<file path="src/rtl/scsi_regs_pkg.sv">
package scsi_regs_pkg;

  localparam int REG_AW   = 4;
  localparam int REG_DW   = 8;
  localparam int NUM_CMDS = 9;

  typedef enum logic [REG_AW-1:0] {
    RA_CNT_LO  = 4'd0,
    RA_CNT_MID = 4'd1,
    RA_CNT_HI  = 4'd2,
    RA_CMD     = 4'd3,
    RA_STATUS  = 4'd4,
    RA_INTR    = 4'd5,
    RA_FLAGS   = 4'd6,
    RA_CFG1    = 4'd7,
    RA_CFG2    = 4'd8,
    RA_CFG3    = 4'd9
  } reg_addr_e;

  // command opcodes, bits 6:0 of the command byte
  localparam logic [6:0] OP_NOP      = 7'h00;
  localparam logic [6:0] OP_FLUSH    = 7'h01;
  localparam logic [6:0] OP_RESET    = 7'h02;
  localparam logic [6:0] OP_BUSRST   = 7'h03;
  localparam logic [6:0] OP_XFER     = 7'h10;
  localparam logic [6:0] OP_SEL      = 7'h41;
  localparam logic [6:0] OP_SELATN   = 7'h42;
  localparam logic [6:0] OP_SELSTOP  = 7'h43;
  localparam logic [6:0] OP_RESEL_EN = 7'h44;
  localparam logic [6:0] OP_RESEL_DI = 7'h45;

  // strobe positions
  localparam int SI_FLUSH    = 0;
  localparam int SI_RESET    = 1;
  localparam int SI_BUSRST   = 2;
  localparam int SI_XFER     = 3;
  localparam int SI_SEL      = 4;
  localparam int SI_SELATN   = 5;
  localparam int SI_SELSTOP  = 6;
  localparam int SI_RESEL_EN = 7;
  localparam int SI_RESEL_DI = 8;

  localparam int DMA_BIT         = 7;
  localparam int STAT_INT_BIT    = 7;
  localparam int STAT_TC_BIT     = 4;
  localparam int PHASE_W         = 3;
  localparam int INTR_BUSRST_BIT = 7;
  localparam int CFG1_NOREP_BIT  = 6;

endpackage

</file>
<file path="src/rtl/scsi_cmd_decode.sv">
module scsi_cmd_decode
  import scsi_regs_pkg::*;
#(
  parameter int NCMD = NUM_CMDS
) (
  input  logic [6:0]      opcode,
  output logic            known,
  output logic [NCMD-1:0] onehot
);

  always_comb begin
    known  = 1'b1;
    onehot = '0;
    case (opcode)
      OP_NOP:      ;
      OP_FLUSH:    onehot[SI_FLUSH]    = 1'b1;
      OP_RESET:    onehot[SI_RESET]    = 1'b1;
      OP_BUSRST:   onehot[SI_BUSRST]   = 1'b1;
      OP_XFER:     onehot[SI_XFER]     = 1'b1;
      OP_SEL:      onehot[SI_SEL]      = 1'b1;
      OP_SELATN:   onehot[SI_SELATN]   = 1'b1;
      OP_SELSTOP:  onehot[SI_SELSTOP]  = 1'b1;
      OP_RESEL_EN: onehot[SI_RESEL_EN] = 1'b1;
      OP_RESEL_DI: onehot[SI_RESEL_DI] = 1'b1;
      default:     known = 1'b0;
    endcase
  end

endmodule

</file>
<file path="src/rtl/scsi_xfer_counter.sv">
module scsi_xfer_counter #(
  parameter int CNT_W       = 24,
  parameter int BYTE_W      = 8,
  parameter int ZERO_RELOAD = 'h10000
) (
  input  logic                  clk,
  input  logic                  rst,
  input  logic [CNT_W/BYTE_W-1:0] byte_we,
  input  logic [BYTE_W-1:0]     wdata,
  input  logic                  load,
  input  logic                  dec,
  output logic [CNT_W-1:0]      live,
  output logic [CNT_W-1:0]      start,
  output logic                  hi_written,
  output logic                  zero_hit
);

  localparam int NB = CNT_W / BYTE_W;
  localparam logic [CNT_W-1:0] RELOAD = CNT_W'(ZERO_RELOAD);

  always_ff @(posedge clk) begin
    if (rst) begin
      start <= '0;
    end else begin
      for (int b = 0; b < NB; b++) begin
        if (byte_we[b]) start[b*BYTE_W +: BYTE_W] <= wdata;
      end
    end
  end

  always_ff @(posedge clk) begin
    if (rst)                  hi_written <= 1'b0;
    else if (byte_we[NB-1])   hi_written <= 1'b1;
  end

  always_ff @(posedge clk) begin
    if (rst)                      live <= '0;
    else if (load)                live <= (start == '0) ? RELOAD : start;
    else if (dec && live != '0)   live <= live - 1'b1;
  end

  assign zero_hit = dec && !load && (live == CNT_W'(1));

endmodule

</file>
<file path="src/rtl/scsi_irq_status.sv">
module scsi_irq_status #(
  parameter int DW = 8
) (
  input  logic          clk,
  input  logic          rst,
  input  logic [DW-1:0] intr_or,
  input  logic          intr_clr,
  input  logic          raise,
  input  logic          rd_clear,
  input  logic          tc_set,
  input  logic          tc_clr,
  output logic [DW-1:0] intr_q,
  output logic          int_q,
  output logic          tc_q
);

  always_ff @(posedge clk) begin
    if (rst) intr_q <= '0;
    else     intr_q <= ((rd_clear || intr_clr) ? '0 : intr_q) | intr_or;
  end

  // a raise while already pending leaves the bit as it is
  always_ff @(posedge clk) begin
    if (rst)           int_q <= 1'b0;
    else if (raise)    int_q <= 1'b1;
    else if (rd_clear) int_q <= 1'b0;
  end

  always_ff @(posedge clk) begin
    if (rst)                    tc_q <= 1'b0;
    else if (tc_set)            tc_q <= 1'b1;
    else if (tc_clr || rd_clear) tc_q <= 1'b0;
  end

endmodule

</file>
<file path="src/rtl/scsi_ctl_regs.sv">
module scsi_ctl_regs
  import scsi_regs_pkg::*;
#(
  parameter int           CNT_W      = 24,
  parameter int           FIFO_CNT_W = 5,
  parameter logic [7:0]   CHIP_ID    = 8'h12,
  parameter logic [7:0]   CFG1_INIT  = 8'h07
) (
  input  logic                  clk,
  input  logic                  rst,
  input  logic                  wr_en,
  input  logic                  rd_en,
  input  logic [REG_AW-1:0]     addr,
  input  logic [REG_DW-1:0]     wdata,
  output logic [REG_DW-1:0]     rdata,
  input  logic [PHASE_W-1:0]    bus_phase,
  input  logic [FIFO_CNT_W-1:0] fifo_level,
  input  logic                  dec_en,
  output logic                  irq,
  output logic [NUM_CMDS-1:0]   cmd_strobe,
  output logic                  cmd_dma
);

  localparam int NB = CNT_W / REG_DW;

  logic                 wr_cmd, rd_ok, known, soft_rst, rst_any;
  logic [NUM_CMDS-1:0]  dec_onehot;
  logic [NB-1:0]        byte_we;
  logic                 cnt_load, cnt_wr, zero_hit, hi_written;
  logic [CNT_W-1:0]     live_cnt, start_cnt;
  logic [REG_DW-1:0]    intr_or, intr_q, status_v;
  logic                 busrst_go, intr_clr, raise, rd_clear, int_q, tc_q;
  logic [REG_DW-1:0]    cmd_q, cfg1_q, cfg2_q, cfg3_q;

  assign wr_cmd = wr_en && (addr == RA_CMD);
  assign rd_ok  = rd_en && !wr_en;

  scsi_cmd_decode #(.NCMD(NUM_CMDS)) u_dec (
    .opcode (wdata[6:0]),
    .known  (known),
    .onehot (dec_onehot)
  );

  assign soft_rst = wr_cmd && dec_onehot[SI_RESET];
  assign rst_any  = rst || soft_rst;

  for (genvar b = 0; b < NB; b++) begin : g_bwe
    assign byte_we[b] = wr_en && (addr == REG_AW'(b));
  end

  assign cnt_wr   = |byte_we;
  assign cnt_load = wr_cmd && known && wdata[DMA_BIT];

  scsi_xfer_counter #(.CNT_W(CNT_W), .BYTE_W(REG_DW)) u_cnt (
    .clk        (clk),
    .rst        (rst_any),
    .byte_we    (byte_we),
    .wdata      (wdata),
    .load       (cnt_load),
    .dec        (dec_en),
    .live       (live_cnt),
    .start      (start_cnt),
    .hi_written (hi_written),
    .zero_hit   (zero_hit)
  );

  assign busrst_go = wr_cmd && dec_onehot[SI_BUSRST] && !cfg1_q[CFG1_NOREP_BIT];
  assign intr_clr  = wr_cmd && (dec_onehot[SI_RESEL_EN] || dec_onehot[SI_RESEL_DI]);
  assign raise     = busrst_go || (wr_cmd && dec_onehot[SI_RESEL_DI]);
  assign rd_clear  = rd_ok && (addr == RA_INTR);

  always_comb begin
    intr_or = '0;
    intr_or[INTR_BUSRST_BIT] = busrst_go;
  end

  scsi_irq_status #(.DW(REG_DW)) u_irq (
    .clk      (clk),
    .rst      (rst_any),
    .intr_or  (intr_or),
    .intr_clr (intr_clr),
    .raise    (raise),
    .rd_clear (rd_clear),
    .tc_set   (zero_hit),
    .tc_clr   (cnt_wr),
    .intr_q   (intr_q),
    .int_q    (int_q),
    .tc_q     (tc_q)
  );

  assign irq = int_q;

  always_ff @(posedge clk) begin
    if (rst_any) begin
      cmd_q  <= '0;
      cfg1_q <= CFG1_INIT;
      cfg2_q <= '0;
      cfg3_q <= '0;
    end else if (wr_en) begin
      case (addr)
        RA_CMD:  if (known) cmd_q <= wdata;
        RA_CFG1: cfg1_q <= wdata;
        RA_CFG2: cfg2_q <= wdata;
        RA_CFG3: cfg3_q <= wdata;
        default: ;
      endcase
    end
  end

  always_ff @(posedge clk) begin
    if (rst) begin
      cmd_strobe <= '0;
      cmd_dma    <= 1'b0;
    end else begin
      cmd_strobe <= wr_cmd ? dec_onehot : '0;
      cmd_dma    <= wr_cmd && known && wdata[DMA_BIT];
    end
  end

  always_comb begin
    status_v = '0;
    status_v[PHASE_W-1:0]  = bus_phase;
    status_v[STAT_TC_BIT]  = tc_q;
    status_v[STAT_INT_BIT] = int_q;
  end

  always_ff @(posedge clk) begin
    if (rst) begin
      rdata <= '0;
    end else if (rd_ok) begin
      if (int'(addr) < NB) begin
        if (int'(addr) == NB - 1 && !hi_written) rdata <= CHIP_ID;
        else rdata <= live_cnt[int'(addr)*REG_DW +: REG_DW];
      end else begin
        case (addr)
          RA_CMD:    rdata <= cmd_q;
          RA_STATUS: rdata <= status_v;
          RA_INTR:   rdata <= intr_q;
          RA_FLAGS:  rdata <= REG_DW'(fifo_level);
          RA_CFG1:   rdata <= cfg1_q;
          RA_CFG2:   rdata <= cfg2_q;
          RA_CFG3:   rdata <= cfg3_q;
          default:   rdata <= '0;
        endcase
      end
    end
  end

endmodule

</file>
<file path="config.mk">
export PLATFORM = sky130hd
export DESIGN_NAME = scsi_ctl_regs
export DESIGN_NICKNAME = d
export VERILOG_FILES = /design/src/rtl/scsi_regs_pkg.sv /design/src/rtl/scsi_cmd_decode.sv /design/src/rtl/scsi_xfer_counter.sv /design/src/rtl/scsi_irq_status.sv /design/src/rtl/scsi_ctl_regs.sv
export SDC_FILE = /design/constraint.sdc
export NUM_CORES = 1
export LEC_CHECK = 0
export BUFFER_PORTS_ARGS = -buffer_cell sky130_fd_sc_hd__buf_2
export CELL_PAD_IN_SITES_DETAIL_PLACEMENT = 0
export CELL_PAD_IN_SITES_GLOBAL_PLACEMENT = 2
export CORE_MARGIN = 4
export CORE_UTILIZATION = 40
export DETAILED_ROUTE_END_ITERATION = 8
export GPL_TIMING_DRIVEN = 0
export HOLD_SLACK_MARGIN = 0.06
export MAX_ROUTING_LAYER = met4
export PLACE_DENSITY_LB_ADDON = 0.1
export SYNTH_ARGS = -nofsm -noshare
export SYNTH_HDL_FRONTEND = slang
export SYNTH_HIERARCHICAL = 1
export SYNTH_SLANG_ARGS = --single-unit
</file>
<file path="constraint.sdc">
create_clock -name clk -period 3.9 [get_ports clk]
set_input_delay 0.585 -clock clk [delete_from_list [all_inputs] [get_ports clk]]
set_output_delay 0.585 -clock clk [all_outputs]
set_load 0.02 [all_outputs]
</file>
### Yosys cells after proc, flatten, opt, wreduce, memory -nomap -nowiden

Index checks and enable logic that the tools add are counted.

| storage, ports and cells | value |
|---|---|
| register bits after elaboration | 109 |
| input bits | 25 |
| output and inout port bits | 19 |

| operators by class | value |
|---|---|
| add/sub/neg operators | 1 |
| magnitude comparators | 1 |
| equality and inequality tests | 20 |
| shift operators | 1 |
| multiplexer cells | 21 |
| bitwise gates (word level) | 2 |
| reductions and logical operators | 40 |

Operator list:

| operator | count |
|---|---|
| $mux W24 | 3 |
| $pmux W8 S7 | 1 |
| $eq A7 B7 Y1 const B | 5 |
| $eq A24 B1 Y1 const B | 1 |
| $logic_not A24 Y1 | 1 |
| $mux W8 | 3 |
| $reduce_bool A24 Y1 | 1 |
| $shiftx A24 B8 Y8 | 1 |
| $sub A24 B1 Y24 const B | 1 |
| $eq A4 B3 Y1 const B | 5 |
| $logic_and A1 B1 Y1 | 17 |
| $eq A7 B2 Y1 const B | 2 |
| $mux W1 | 14 |
| $reduce_or A10 Y1 | 1 |
| $eq A4 B2 Y1 const B | 2 |
| $eq A4 B4 Y1 const B | 2 |
| $or A8 B8 Y8 | 1 |
| $eq A7 B1 Y1 const B | 1 |
| $eq A7 B5 Y1 const B | 1 |
| $logic_not A7 Y1 | 1 |
| $reduce_and A2 Y1 | 3 |
| $reduce_bool A2 Y1 | 3 |
| $logic_or A1 B1 Y1 | 5 |
| $eq A4 B1 Y1 const B | 1 |
| other kinds (7) | 10 |

### Longest topological paths before layout

Gate-level depths: netlist of the first run.

| logic depth | value |
|---|---|
| depth after elaboration | 9 |
| mapped depth | 13 |
| gate-level depth less buffers | 10 |

### Modules after synthesis

Netlist of the first run, hierarchy kept.

Modules (own cells, without submodules):

| module | times used | cells each | area each (sq um) | seq. area each (sq um) |
|---|---|---|---|---|
| scsi_ctl_regs | 1 | 312 | 2675.1 | 1001.0 |
| scsi_xfer_counter | 1 | 262 | 2449.8 | 980.9 |
| scsi_irq_status | 1 | 41 | 376.6 | 200.2 |
| scsi_cmd_decode | 1 | 22 | 128.9 | 0.0 |

### Least setup slack after synthesis of the first run

No wires, ideal clock.

| path | value |
|---|---|
| path kind | input to register |
| start point | in wdata[0] |
| end point | reg u_cnt.live[1] |
| library setup time | 0.122 ns |
| data arrival time | 2.636 ns |
| data required time | 3.778 ns |
| slack | 1.142 ns |
| stages on the path | 9 |
| buffers on the path | 2 |
| path through | or4_4 > a311oi_2 > clkbuf_1 > nand3_1 > inv_1 > clkbuf_1 > inv_2 > and4_1 > a311o_1 |

| between the ends | value |
|---|---|
| longest elaborated chain between the ends | 6 |
| elaborated cells between the ends (all ways) | 19 |

RTL lines:

| what | line | text |
|---|---|---|
| start: declaration | scsi_ctl_regs.sv:14 | `input logic [REG_DW-1:0] wdata,` |
| $eq A7 B1 Y1, or another cell as far along | scsi_cmd_decode.sv:14 | `case (opcode)` |
| $reduce_or A10 Y1 (no line) (*) | - |  |
| $mux W1 (*) | scsi_cmd_decode.sv:14 |  |
| via known | scsi_ctl_regs.sv:26 | `logic wr_cmd, rd_ok, known, soft_rst, rst_any;` |
| $logic_and A1 B1 Y1 (*) (2 in series) | scsi_ctl_regs.sv:52 | `assign cnt_load = wr_cmd && known && wdata[DMA_BIT];` |
| via cnt_load | scsi_ctl_regs.sv:29 | `logic cnt_load, cnt_wr, zero_hit, hi_written;` |
| $mux W24 or $reduce_bool A2 Y1 (tied branches) | - |  |
| end signal: assignment | scsi_xfer_counter.sv:38 | `else if (load) live <= (start == '0) ? RELOAD : start;` |
| end signal: assignment | scsi_xfer_counter.sv:39 | `else if (dec && live != '0) live <= live - 1'b1;` |
| end: declaration | scsi_xfer_counter.sv:12 | `output logic [CNT_W-1:0] live,` |

Mark *: on every way through the listed nets, which the timed path passes. The rest lies on a longest branch.
A chain may end at the register's enable or synchronous reset.

### Final worst setup path of the first run

| path | value |
|---|---|
| start point | in wdata[0] |
| end point | reg u_irq.tc_q |

| between the ends | value |
|---|---|
| longest elaborated chain between the ends | 9 |
| elaborated cells between the ends (all ways) | 22 |

RTL lines:

| what | line | text |
|---|---|---|
| $eq A7 B1 Y1, or another cell as far along | scsi_cmd_decode.sv:14 |  |
| $reduce_or A10 Y1 (no line) (*) | - |  |
| $mux W1 (*) | scsi_cmd_decode.sv:14 |  |
| via known | scsi_ctl_regs.sv:26 |  |
| $logic_and A1 B1 Y1 (*) (2 in series) | scsi_ctl_regs.sv:52 |  |
| via cnt_load | scsi_ctl_regs.sv:29 |  |
| $logic_not A1 Y1 (*) | scsi_xfer_counter.sv:42 | `assign zero_hit = dec && !load && (live == CNT_W'(1));` |
| $logic_and A1 B1 Y1 (*) (2 in series) | scsi_xfer_counter.sv:42 |  |
| via zero_hit | scsi_ctl_regs.sv:29 |  |
| $mux W1 or $reduce_bool A2 Y1 (tied branches) | - |  |
| end signal: assignment | scsi_irq_status.sv:30 | `if (rst) tc_q <= 1'b0;` |
| end signal: assignment | scsi_irq_status.sv:31 | `else if (tc_set) tc_q <= 1'b1;` |
| end signal: assignment | scsi_irq_status.sv:32 | `else if (tc_clr \|\| rd_clear) tc_q <= 1'b0;` |
| end: declaration | scsi_irq_status.sv:14 | `output logic tc_q` |

Marked as above.

==> results of run 1 <==
==> cells in the mapped netlist, drive strengths merged (16+ instances only) <==
cell | instances | area share, %
a211oi | 18 | 2.5
nand2 | 49 | 3.3
clkbuf | 16 | 1.1
inv | 21 | 1.4
mux2i | 49 | 8.7
buf | 25 | 3.1
a21oi | 37 | 4.8
dfxtp | 109 | 39
nand3 | 27 | 2.5
o21ai | 24 | 2.2
a311oi | 17 | 3.0
nor2 | 91 | 6.1
nor4 | 18 | 2.9
==> report_power, final <==
part / total (mW) / switching (mW) / internal (mW)
Sequential: 1.41 / 0.180 / 1.23
Clock: 0.923 / 0.473 / 0.450
Combinational: 1.35 / 0.790 / 0.558
==> metrics by stage <==
step | cell area [um2] | worst slack, ns | std cells | hold WS (ns)
floorplan | 5650 | 1.14 | 643 | 0.443
global placement | 6080 | 0.203 | 863 | 0.454
detailed placement | 6080 | 0.241 | 863 | 0.464
CTS | 6370 | 0.619 | 879 | 0.467
global route | 6370 | 0.375 | 879 | 0.474
finish | 6370 | 0.591 | 879 | 0.475
==> how the worst max path moves through the flow <==
stage | from | endpoint | slack, ns | cells past startpoint
3_3_place_gp | wdata[0] | u_irq/tc_q$_SDFFE_PP0P_ | 0.20 | 13
3_5_place_dp | wdata[0] | u_irq/tc_q$_SDFFE_PP0P_ | 0.24 | 13
5_1_grt | wdata[0] | u_irq/tc_q$_SDFFE_PP0P_ | 0.38 | 13
4_1_cts | wdata[0] | u_irq/tc_q$_SDFFE_PP0P_ | 0.62 | 13
2_1_floorplan | wdata[0] | u_cnt/live[1]$_SDFFE_PP0P_ | 1.14 | 9
6_report | wdata[0] | u_irq/tc_q$_SDFFE_PP0P_ | 0.59 | 13
==> cells by family (layout without fill, tap and decap cells) <==
kind of cell,after synthesis,in the layout
AO/OA/AOI/OAI,125,125
adder cells (fa/ha/maj),3,3
XOR/XNOR,11,11
flip-flops,109,109
multiplexers,53,53
other,1,7
AND/OR/NAND/NOR,273,273
buffers and inverters,62,118
==> worst max-delay path: cells and delay by family <==
family                 cells  cell delay [ns]
buffers and inverters      7             1.57
AOI/OAI and AO/OA          2             0.32
and+or+nand+nor            4             1.05
==> layout make-up <==
type,count,area (um2)
Clock buffer,9,225
Buffer,41,234
Clock inverter,7,66.3
Timing Repair Buffer,40,200
Tap cell,180,225
Inverter,21,81.3
Fill cell,1388,7460
Sequential cell,109,2180
Multi-Input combinational cell,472,3160
==> state kept, by name, summed over array words and instances (netlist names) <==
register and count:
cfg1_q 8, cfg2_q 8, cfg3_q 8, cmd_dma 1, cmd_q 8, cmd_strobe 9, rdata 8, u_cnt/hi_written 1
u_cnt/live 24, u_cnt/start 24, u_irq/int_q 1, u_irq/intr_q 8, u_irq/tc_q 1
==> per-layer routing <==
layer / part of all wire [%] / track usage, % / vias up
met5: 0 / - / -
met4: 1.7 / 5.74 / 0
met3: 4.2 / 4.42 / 23
met2: 49 / 37.1 / 132
met1: 45 / 29.1 / 2435
li1: - / - / 2411
==> impl_metrics.tcl, run 1 <==
set metrics [dict create \
    die_y_um 127 \
    die_area_um2 16000 \
    min_from "cfg2_q[5]$_SDFFE_PP0P_" \
    first_pass_iters 5 \
    htreeDepth 3 \
    p_per_area_nw_per_um2 578 \
    cts_tree "yes" \
    min_path_cells 2 \
    netlist_area_um2 5630 \
    synthArstFlopShare_pct 0 \
    synthMuxAreaShare_pct 9.51 \
    start_util_pct 40.7 \
    nets 722 \
    grt_first_pass_wirelength_mm 27.7 \
    wl_per_cell_um 20.1 \
    relSlewSlack_pct 40.1 \
    status "completed" \
    tightestPinTransition_ns 0.891 \
    core_area_um2 13800 \
    fin_util_pct 46.1 \
    viasPerCell 5.69 \
    row_count 43 \
    cpPeakStageDelay_ns 0.57 \
    rrSetupSlack_ns 1.52 \
    synthXorXnorAreaFrac_pct 1.71 \
    critPathSlowestCell "or4_4" \
    total_power_mw 3.68 \
    start_kind "input port" \
    numPortBuffers 40 \
    crit_fanout 15 \
    yosys.area_share.simple_pct 26.8 \
    min_period_ns 3.31 \
    synth-seq-cells 109 \
    cts_buffer_depth 2 \
    area_growth_pct 13.1 \
    criticalPathCategory "input port to register" \
    grt_max_degree 21 \
    hold_violations 0 \
    rsz0062_at_grt "false" \
    clk_latency_ns 0.36 \
    vias 5001 \
    cts_root_buf "clkbuf_16" \
    ys.flop_type "dfxtp_1" \
    max_clock_freq_ghz 0.302 \
    synth-adder-area-share_pct 0.667 \
    syn_avg_cell_area_um2 8.84 \
    dr.first_iter.drc_count 397 \
    skew_ns 0.00778 \
    yosysWarnings 6 \
    fin_crit_sh_pct 84.8 \
    min_to "cfg2_q[5]$_SDFFE_PP0P_" \
    crit_arrival_ns 3.54 \
    power_leakage_nw 2.34 \
    io_pins 44 \
    route.antenna.remaining_nets 0 \
    synth_compound_area_share_pct 16.9 \
    grt_use_total_pct 22.7 \
    ir_worst_vdd_mv 0.309 \
    synthCells 637 \
    slew_viol_final 0 \
    synth_top_family_by_area "simple AND/OR/NAND/NOR gates" \
    gp_congestion 0.847 \
    clkTransAtPathRegs_ns 0.08 \
    layout-drive-gt1-share_pct 19.3 \
    postCtsResizedCells 0 \
    mostFrequentLayoutCells "dfxtp_1, nor2_1, nand2_1, mux2i_1, buf_2" \
    cts_buffers 9 \
    path_cells "buf_2, or4_4, a311oi_2, clkbuf_1, nand3_1, inv_1, clkbuf_1, inv_2, clkbuf_1, nand4b_1, nor2_1, inv_1, a21oi_1" \
    finalSetupViolations 0 \
    insertedDiodeCount 0 \
    maxCapViolations 0 \
    wl_mm 17.6 \
    postCtsSetupBuffers 0 \
    mostFrequentLayoutCell "dfxtp_1" \
    drc 0 \
    dp_hpwl_mm 13.1 \
    hold_class "register to register" \
    grt_overflow_total 0 \
    timing.critical_path.mode_cell "clkbuf_1" \
    ys_types 77 \
    r2r-end "u_cnt/live[16]$_SDFFE_PP0P_" \
    grt_pass1_vias 4835 \
    cts.sinks 109 \
    endpoint_kind "register" \
    synth_edf_count 0 \
    cts-hold-fix-buffers 0 \
    die_width_um 127 \
    antenna_found_initial 0 \
    r2r_start "u_cnt/live[5]$_SDFFE_PP0P_" \
    reg2reg_depth 6 \
    fin_setup_tns_ns 0 \
    critical_path_required_ns 4.13 \
    yosysSeqAreaShare_pct 38.8 \
]
(Power assumes the default switching activity.)
==> run 2, diff against run 1 <==
--- a/config.mk
+++ b/config.mk
@@ -5,11 +5,12 @@
 export SDC_FILE = /design/constraint.sdc
 export NUM_CORES = 1
 export LEC_CHECK = 0
+export ABC_AREA = 1
 export BUFFER_PORTS_ARGS = -buffer_cell sky130_fd_sc_hd__buf_2
 export CELL_PAD_IN_SITES_DETAIL_PLACEMENT = 0
 export CELL_PAD_IN_SITES_GLOBAL_PLACEMENT = 2
 export CORE_MARGIN = 4
-export CORE_UTILIZATION = 40
+export CORE_UTILIZATION = 34
 export DETAILED_ROUTE_END_ITERATION = 8
 export GPL_TIMING_DRIVEN = 0
 export HOLD_SLACK_MARGIN = 0.06
==> constraint.sdc (replaced) <==
create_clock -name clk -period 3.4 [get_ports clk]
set_input_delay 0.51 -clock clk [delete_from_list [all_inputs] [get_ports clk]]
set_output_delay 0.51 -clock clk [all_outputs]
set_load 0.02 [all_outputs]
==> run 2 against run 1 <==
- routed wire length is 17% higher
- clock power up 25%
- sequential share of layout area fell by 2.5 points
- critical path depth is 2 higher
- setup slack better by 0.053 ns
==> impl_metrics.tcl, run 2 <==
set metrics [dict create \
    status "completed" \
    tightestPinTransition_ns 0.816 \
    die_y_um 141 \
    core_area_um2 17400 \
    synthArstFlopShare_pct 0 \
    viasPerCell 4.92 \
    p_per_area_nw_per_um2 455 \
    yosysSeqAreaShare_pct 36.2 \
    grt_overflow_total 0 \
    htreeDepth 3 \
    cts_buffers 9 \
    antenna_found_initial 0 \
    route.antenna.remaining_nets 0 \
    synthCells 926 \
    grt_first_pass_wirelength_mm 32.4 \
    numPortBuffers 43 \
    insertedDiodeCount 0 \
    syn_avg_cell_area_um2 6.52 \
    die_area_um2 19900 \
    top_regs "u_cnt/live: 24 flops, u_cnt/start: 24 flops, cmd_strobe: 9 flops" \
    endpoint_kind "register" \
    hold_class "input port to register" \
    dr.first_iter.drc_count 403 \
    die_width_um 141 \
    fill_cells 1931 \
    place_ws_ns 0.242 \
    start_kind "input port" \
    ys.flop_type "dfxtp_1" \
    mostFrequentLayoutCell "nand2_1" \
    slew_viol_final 0 \
    synth.most_common_cell "nand2_1" \
    power_leakage_nw 3.02 \
    min_period_ns 2.76 \
    relSlewSlack_pct 45.2 \
    mostFrequentLayoutCells "nand2_1, nor2_1, nand3_1" \
    critical_path_required_ns 3.66 \
    cts_tree "yes" \
    postCtsSetupBuffers 0 \
    fin_setup_tns_ns 0 \
    wl_per_cell_um 17.0 \
    cts-hold-fix-buffers 0 \
    fin_crit_sh_pct 81.0 \
    netlist_area_um2 6030 \
    crit_arrival_ns 3.01 \
    rsz0062_at_grt "false" \
    grt_max_degree 21 \
    start_util_pct 34.8 \
    yosysWarnings 6 \
    cts_root_buf "clkbuf_16" \
    dp_hpwl_mm 15.7 \
    skew_ns 0.00939 \
    criticalPathCategory "input port to register" \
    first_pass_iters 5 \
    row_count 48 \
    grt_use_total_pct 21.7 \
    ir_worst_vdd_mv 0.252 \
    synth.top_cell.area_share_pct 36.2 \
    synth_edf_count 0 \
    crit_fanout 10 \
    fin_util_pct 39.6 \
    synth_largest_area_cell "dfxtp_1" \
    synth_common_cells "nand2_1, nor2_1, nand3_1" \
    vias 5983 \
    ys_top_cells_by_area "dfxtp_1, nand2_1, nor2_1, nand3_1, inv_1" \
    area_growth_pct 14.0 \
    wl_mm 20.7 \
    maxCapViolations 0 \
    layout-drive-gt1-share_pct 15.3 \
    cts.sinks 109 \
    nets 1015 \
    max_clock_freq_ghz 0.363 \
    gp_congestion 0.810 \
    synth-seq-cells 109 \
    ys_types 41 \
    clk_latency_ns 0.37 \
    hold_violations 0 \
    finalSetupViolations 0 \
    io_pins 44 \
    drc 0 \
    postCtsResizedCells 0 \
    cts_buffer_depth 2 \
    clkTransAtPathRegs_ns 0.08 \
    grt_pass1_vias 5679 \
    fin_ws_ns 0.645 \
]
==> run 2: changes by cell type in the layout (fill, tap and decap cells not counted), sizes merged, moves of 15 or more <==
cell    previous run  this run
nor4              18         1
o21ai             24        63
nand2             49       228
a311oi            17         0
nor2              91       186
inv               25       101
and2              15         0
a21oi             37        65
a211oi            18         0
mux2i             49         0
nand3             27       118
==> run 2: worst max-delay path, cell delays in order <==
cell	delay, ns
buf_2	0.29
inv_1	0.13
nand2_1	0.09
nor2_2	0.06
nand2_1	0.08
nand2_1	0.06
nor2_1	0.15
nand2_1	0.14
nand3_1	0.20
inv_1	0.10
inv_2	0.24
clkbuf_1	0.48
nand3_1	0.23
a21oi_1	0.19
nor2_1	0.05
==> run 2: cells by family after synthesis <==
| family | share of synthesized area [%] |
|---|---|
| fa+ha+maj | 0.622 |
| other cells | 0.0622 |
| buf+inv | 9.21 |
| simple gates | 41.2 |
| xor+xnor | 0.290 |
| compound gates | 12.5 |
| flops | 36.2 |
==> run 2: per-layer routing <==
| layer | routed length, um | track usage [%] | share of wire, % | up-vias |
|---|---|---|---|---|
| met5 | 0 | - | 0 | - |
| met1 | 11000 | 32.9 | 53 | 2726 |
| li1 | - | - | - | 3093 |
| met4 | 244 | 4.59 | 1.2 | 0 |
| met3 | 981 | 3.66 | 4.7 | 20 |
| met2 | 8530 | 30.1 | 41 | 144 |
==> run 2: power breakdown <==
| part | internal [mW] | switching (mW) |
|---|---|---|
| Clock | 0.592 | 0.557 |
| Sequential | 1.33 | 0.0698 |
| Combinational | 0.189 | 0.398 |
==> run 2: per-stage QoR <==
step	area, um2	hold slack, ns	power (mW)	std cells
6_report	6880	0.386	3.13	1217
5_1_grt	6880	0.380	3.30	1217
4_1_cts	6870	0.377	3.16	1216
3_5_place_dp	6550	0.456	2.01	1200
3_3_place_gp	6550	0.453	2.01	1200
2_1_floorplan	6060	0.424	1.82	932
==> run 2: cell type report <==
| type | instances | area [um2] | area share, % |
|---|---|---|---|
| Tap cell | 225 | 282 | 4.09 |
| Buffer | 28 | 173 | 2.51 |
| Clock inverter | 7 | 91.3 | 1.33 |
| Inverter | 100 | 383 | 5.57 |
| Timing Repair Buffer | 44 | 223 | 3.24 |
| Multi-Input combinational cell | 695 | 3320 | 48.3 |
| Clock buffer | 9 | 225 | 3.28 |
| Sequential cell | 109 | 2180 | 31.7 |
==> run 2: worst paths after layout <==
check	slack (ns)	endpoint	startpoint	cells after the start
hold / removal	0.39	cmd_dma$_SDFF_PP0_	rst	2
setup reg to reg	1.42	u_cnt/live[14]$_SDFFE_PP0P_	u_cnt/live[0]$_SDFFE_PP0P_	9
setup / recovery	0.64	u_cnt/live[12]$_SDFFE_PP0P_	wdata[1]	15
hold reg to reg	0.46	cfg1_q[6]$_SDFFE_PP0P_	cfg1_q[6]$_SDFFE_PP0P_	2
==> run 3, diff against run 2 <==
--- a/config.mk
+++ b/config.mk
@@ -10,7 +10,7 @@
 export CELL_PAD_IN_SITES_DETAIL_PLACEMENT = 0
 export CELL_PAD_IN_SITES_GLOBAL_PLACEMENT = 2
 export CORE_MARGIN = 4
-export CORE_UTILIZATION = 34
+export CORE_UTILIZATION = 30
 export DETAILED_ROUTE_END_ITERATION = 8
 export GPL_TIMING_DRIVEN = 0
 export HOLD_SLACK_MARGIN = 0.06
==> constraint.sdc (replaced) <==
create_clock -name clk -period 2.3 [get_ports clk]
set_input_delay 0.345 -clock clk [delete_from_list [all_inputs] [get_ports clk]]
set_output_delay 0.345 -clock clk [all_outputs]
set_load 0.02 [all_outputs]
==> run 3 against run 2 <==
- sequential power increased by 47%
- critical path depth unchanged
- final cell count increased by 3.3%
- setup slack got worse by 0.48 ns
- non-clock buffer count unchanged
- count of clock-buffer cells in the layout increased by 2
- combinational power increased by 50%
- die area increased by 13%
- critical endpoint unchanged
- highest routed layer unchanged
==> impl_metrics.tcl, run 3 (synthesized netlist as in run 2, its figures left out) <==
set metrics [dict create \
    cts-hold-fix-buffers 0 \
    cpPeakStageDelay_ns 0.27 \
    rrSetupSlack_ns 0.35 \
    skew_ns 0.0117 \
    min_from "rst" \
    die_width_um 150 \
    dr.first_iter.drc_count 443 \
    min_path_cells 2 \
    io_pins 44 \
    top_layer "met4" \
    slew_viol_final 0 \
    start_util_pct 30.8 \
    hold_violations 0 \
    criticalPathCategory "input port to register" \
    wl_per_cell_um 17.2 \
    hold_class "input port to register" \
    area_growth_pct 15.7 \
    gp_congestion 0.869 \
    top_regs "u_cnt/live: 24 flops, u_cnt/start: 24 flops, cmd_strobe: 9 flops" \
    wl_met3_um 836 \
    crit_fanout 12 \
    die_area_um2 22400 \
    min_period_ns 2.13 \
    maxCapViolations 0 \
    viasPerCell 4.69 \
    mostFrequentLayoutCell "nand2_1" \
    start_kind "input port" \
    fill_cells 2214 \
    clkTransAtPathRegs_ns 0.08 \
    crit_arrival_ns 2.38 \
    min_to "cmd_dma$_SDFF_PP0_" \
    status "completed" \
    cts.sinks 109 \
    power_leakage_nw 3.05 \
    numPortBuffers 43 \
    ir_worst_vdd_mv 0.323 \
    rsz0062_at_grt "false" \
    drt-met1-wl_mm 11.6 \
    layout-drive-gt1-share_pct 16.6 \
    cts_tree "yes" \
    dr_wl_met2_mm 8.84 \
    mostFrequentLayoutCells "nand2_1, nor2_1, nand3_1" \
    clk_latency_ns 0.36 \
    reg2reg_depth 10 \
    antenna_found_initial 0 \
    max_clock_freq_ghz 0.469 \
    cts_root_buf "clkbuf_16" \
    finalSetupViolations 0 \
    r2r-end "u_cnt/live[14]$_SDFFE_PP0P_" \
    fin_setup_tns_ns 0 \
    cts_buffers 9 \
    vias 5890 \
    insertedDiodeCount 0 \
    wl_mm 21.6 \
    r2r_start "u_cnt/live[0]$_SDFFE_PP0P_" \
    grt_max_degree 20 \
    grt_overflow_total 0 \
    grt_first_pass_wirelength_mm 33.6 \
    nets 1015 \
    timing.critical_path.mode_cell "nand2_1" \
    critPathSlowestCell "buf_2" \
    row_count 51 \
    fin_crit_sh_pct 92.7 \
    first_pass_iters 4 \
    p_per_area_nw_per_um2 656 \
    tightestPinTransition_ns 0.860 \
    grt_use_total_pct 20.3 \
    drc 0 \
    fin_util_pct 35.6 \
    htreeDepth 3 \
    route.antenna.remaining_nets 0 \
    dp_hpwl_mm 16.4 \
    critical_path_required_ns 2.55 \
    cts_buffer_depth 2 \
    core_area_um2 19600 \
    path_cells "buf_2, inv_2, nand2_1, nor2_1, nand2_1, nand2_1, nor2_1, nand2_1, nand3_2, inv_1, inv_4, buf_4, nand3_1, a21oi_1, nor2_1" \
    die_y_um 150 \
    holdWs_ns 0.223 \
    relSlewSlack_pct 42.2 \
    grt_pass1_vias 5725 \
    endpoint_kind "register" \
]
-- run 3: worst max-delay path by stage --
stage / from / endpoint / slack, ns / cells after the start
after floorplan: wdata[5] / u_cnt/start[17]$_SDFFE_PP0P_ / 0.29 / 13
after global placement: wdata[2] / u_cnt/live[12]$_SDFFE_PP0P_ / -0.75 / 15
after CTS: wdata[5] / u_cnt/start[2]$_SDFFE_PP0P_ / 0.004 / 14
after global routing: wdata[0] / u_cnt/live[12]$_SDFFE_PP0P_ / 0.008 / 15
after detailed placement: wdata[5] / u_cnt/live[12]$_SDFFE_PP0P_ / -0.76 / 15
final: wdata[0] / u_cnt/live[12]$_SDFFE_PP0P_ / 0.17 / 15
-- run 3: repair_timing --
item | 4_1_cts | 5_1_grt
setup buffers | 0 | 2
resized for setup | 13 | 13
setup endpoints to repair | 42 | 40
pin swaps | 0 | 1
gates cloned | 0 | 0
-- run 3: stage by stage --
stage | setup WS [ns] | cell area [um2] | total power, mW | std cells
2_1_floorplan | 0.285 | 6060 | 2.69 | 932
5_1_grt | 0.00807 | 6980 | 4.83 | 1257
6_report | 0.169 | 6980 | 4.57 | 1257
3_5_place_dp | -0.755 | 6600 | 2.98 | 1240
4_1_cts | 0.00450 | 6930 | 4.62 | 1255
3_3_place_gp | -0.747 | 6600 | 2.99 | 1240
-- run 3: critical path, delay by kind of cell --
family                 cells  cell delay, ns
AND/OR/NAND/NOR            9            0.97
AO/OA/AOI/OAI              1            0.17
buffers and inverters      5            0.88
-- run 3: routing by layer --
metal	vias up	GRT usage [%]
met5	-	-
met4	0	4.48
met3	21	3.54
met2	117	28.2
met1	2669	30.6
li1	3083	-
-- run 3: cell type report --
class | count | area, um2 | area share [%]
multi-input combinational | 695 | 3340 | 47.9
sequential | 109 | 2180 | 31.3
inverter | 100 | 385 | 5.52
tap | 265 | 332 | 4.75
clock buffer | 11 | 253 | 3.62
timing repair buffer | 45 | 240 | 3.44
buffer | 27 | 191 | 2.74
clock inverter | 5 | 52.6 | 0.753
-- run 3: where the power goes --
| group | switching (mW) | leakage, nW | internal (mW) |
|---|---|---|---|
| clock network | 0.809 | 0.147 | 0.820 |
| registers | 0.104 | 0.887 | 1.96 |
| logic | 0.595 | 2.02 | 0.286 |
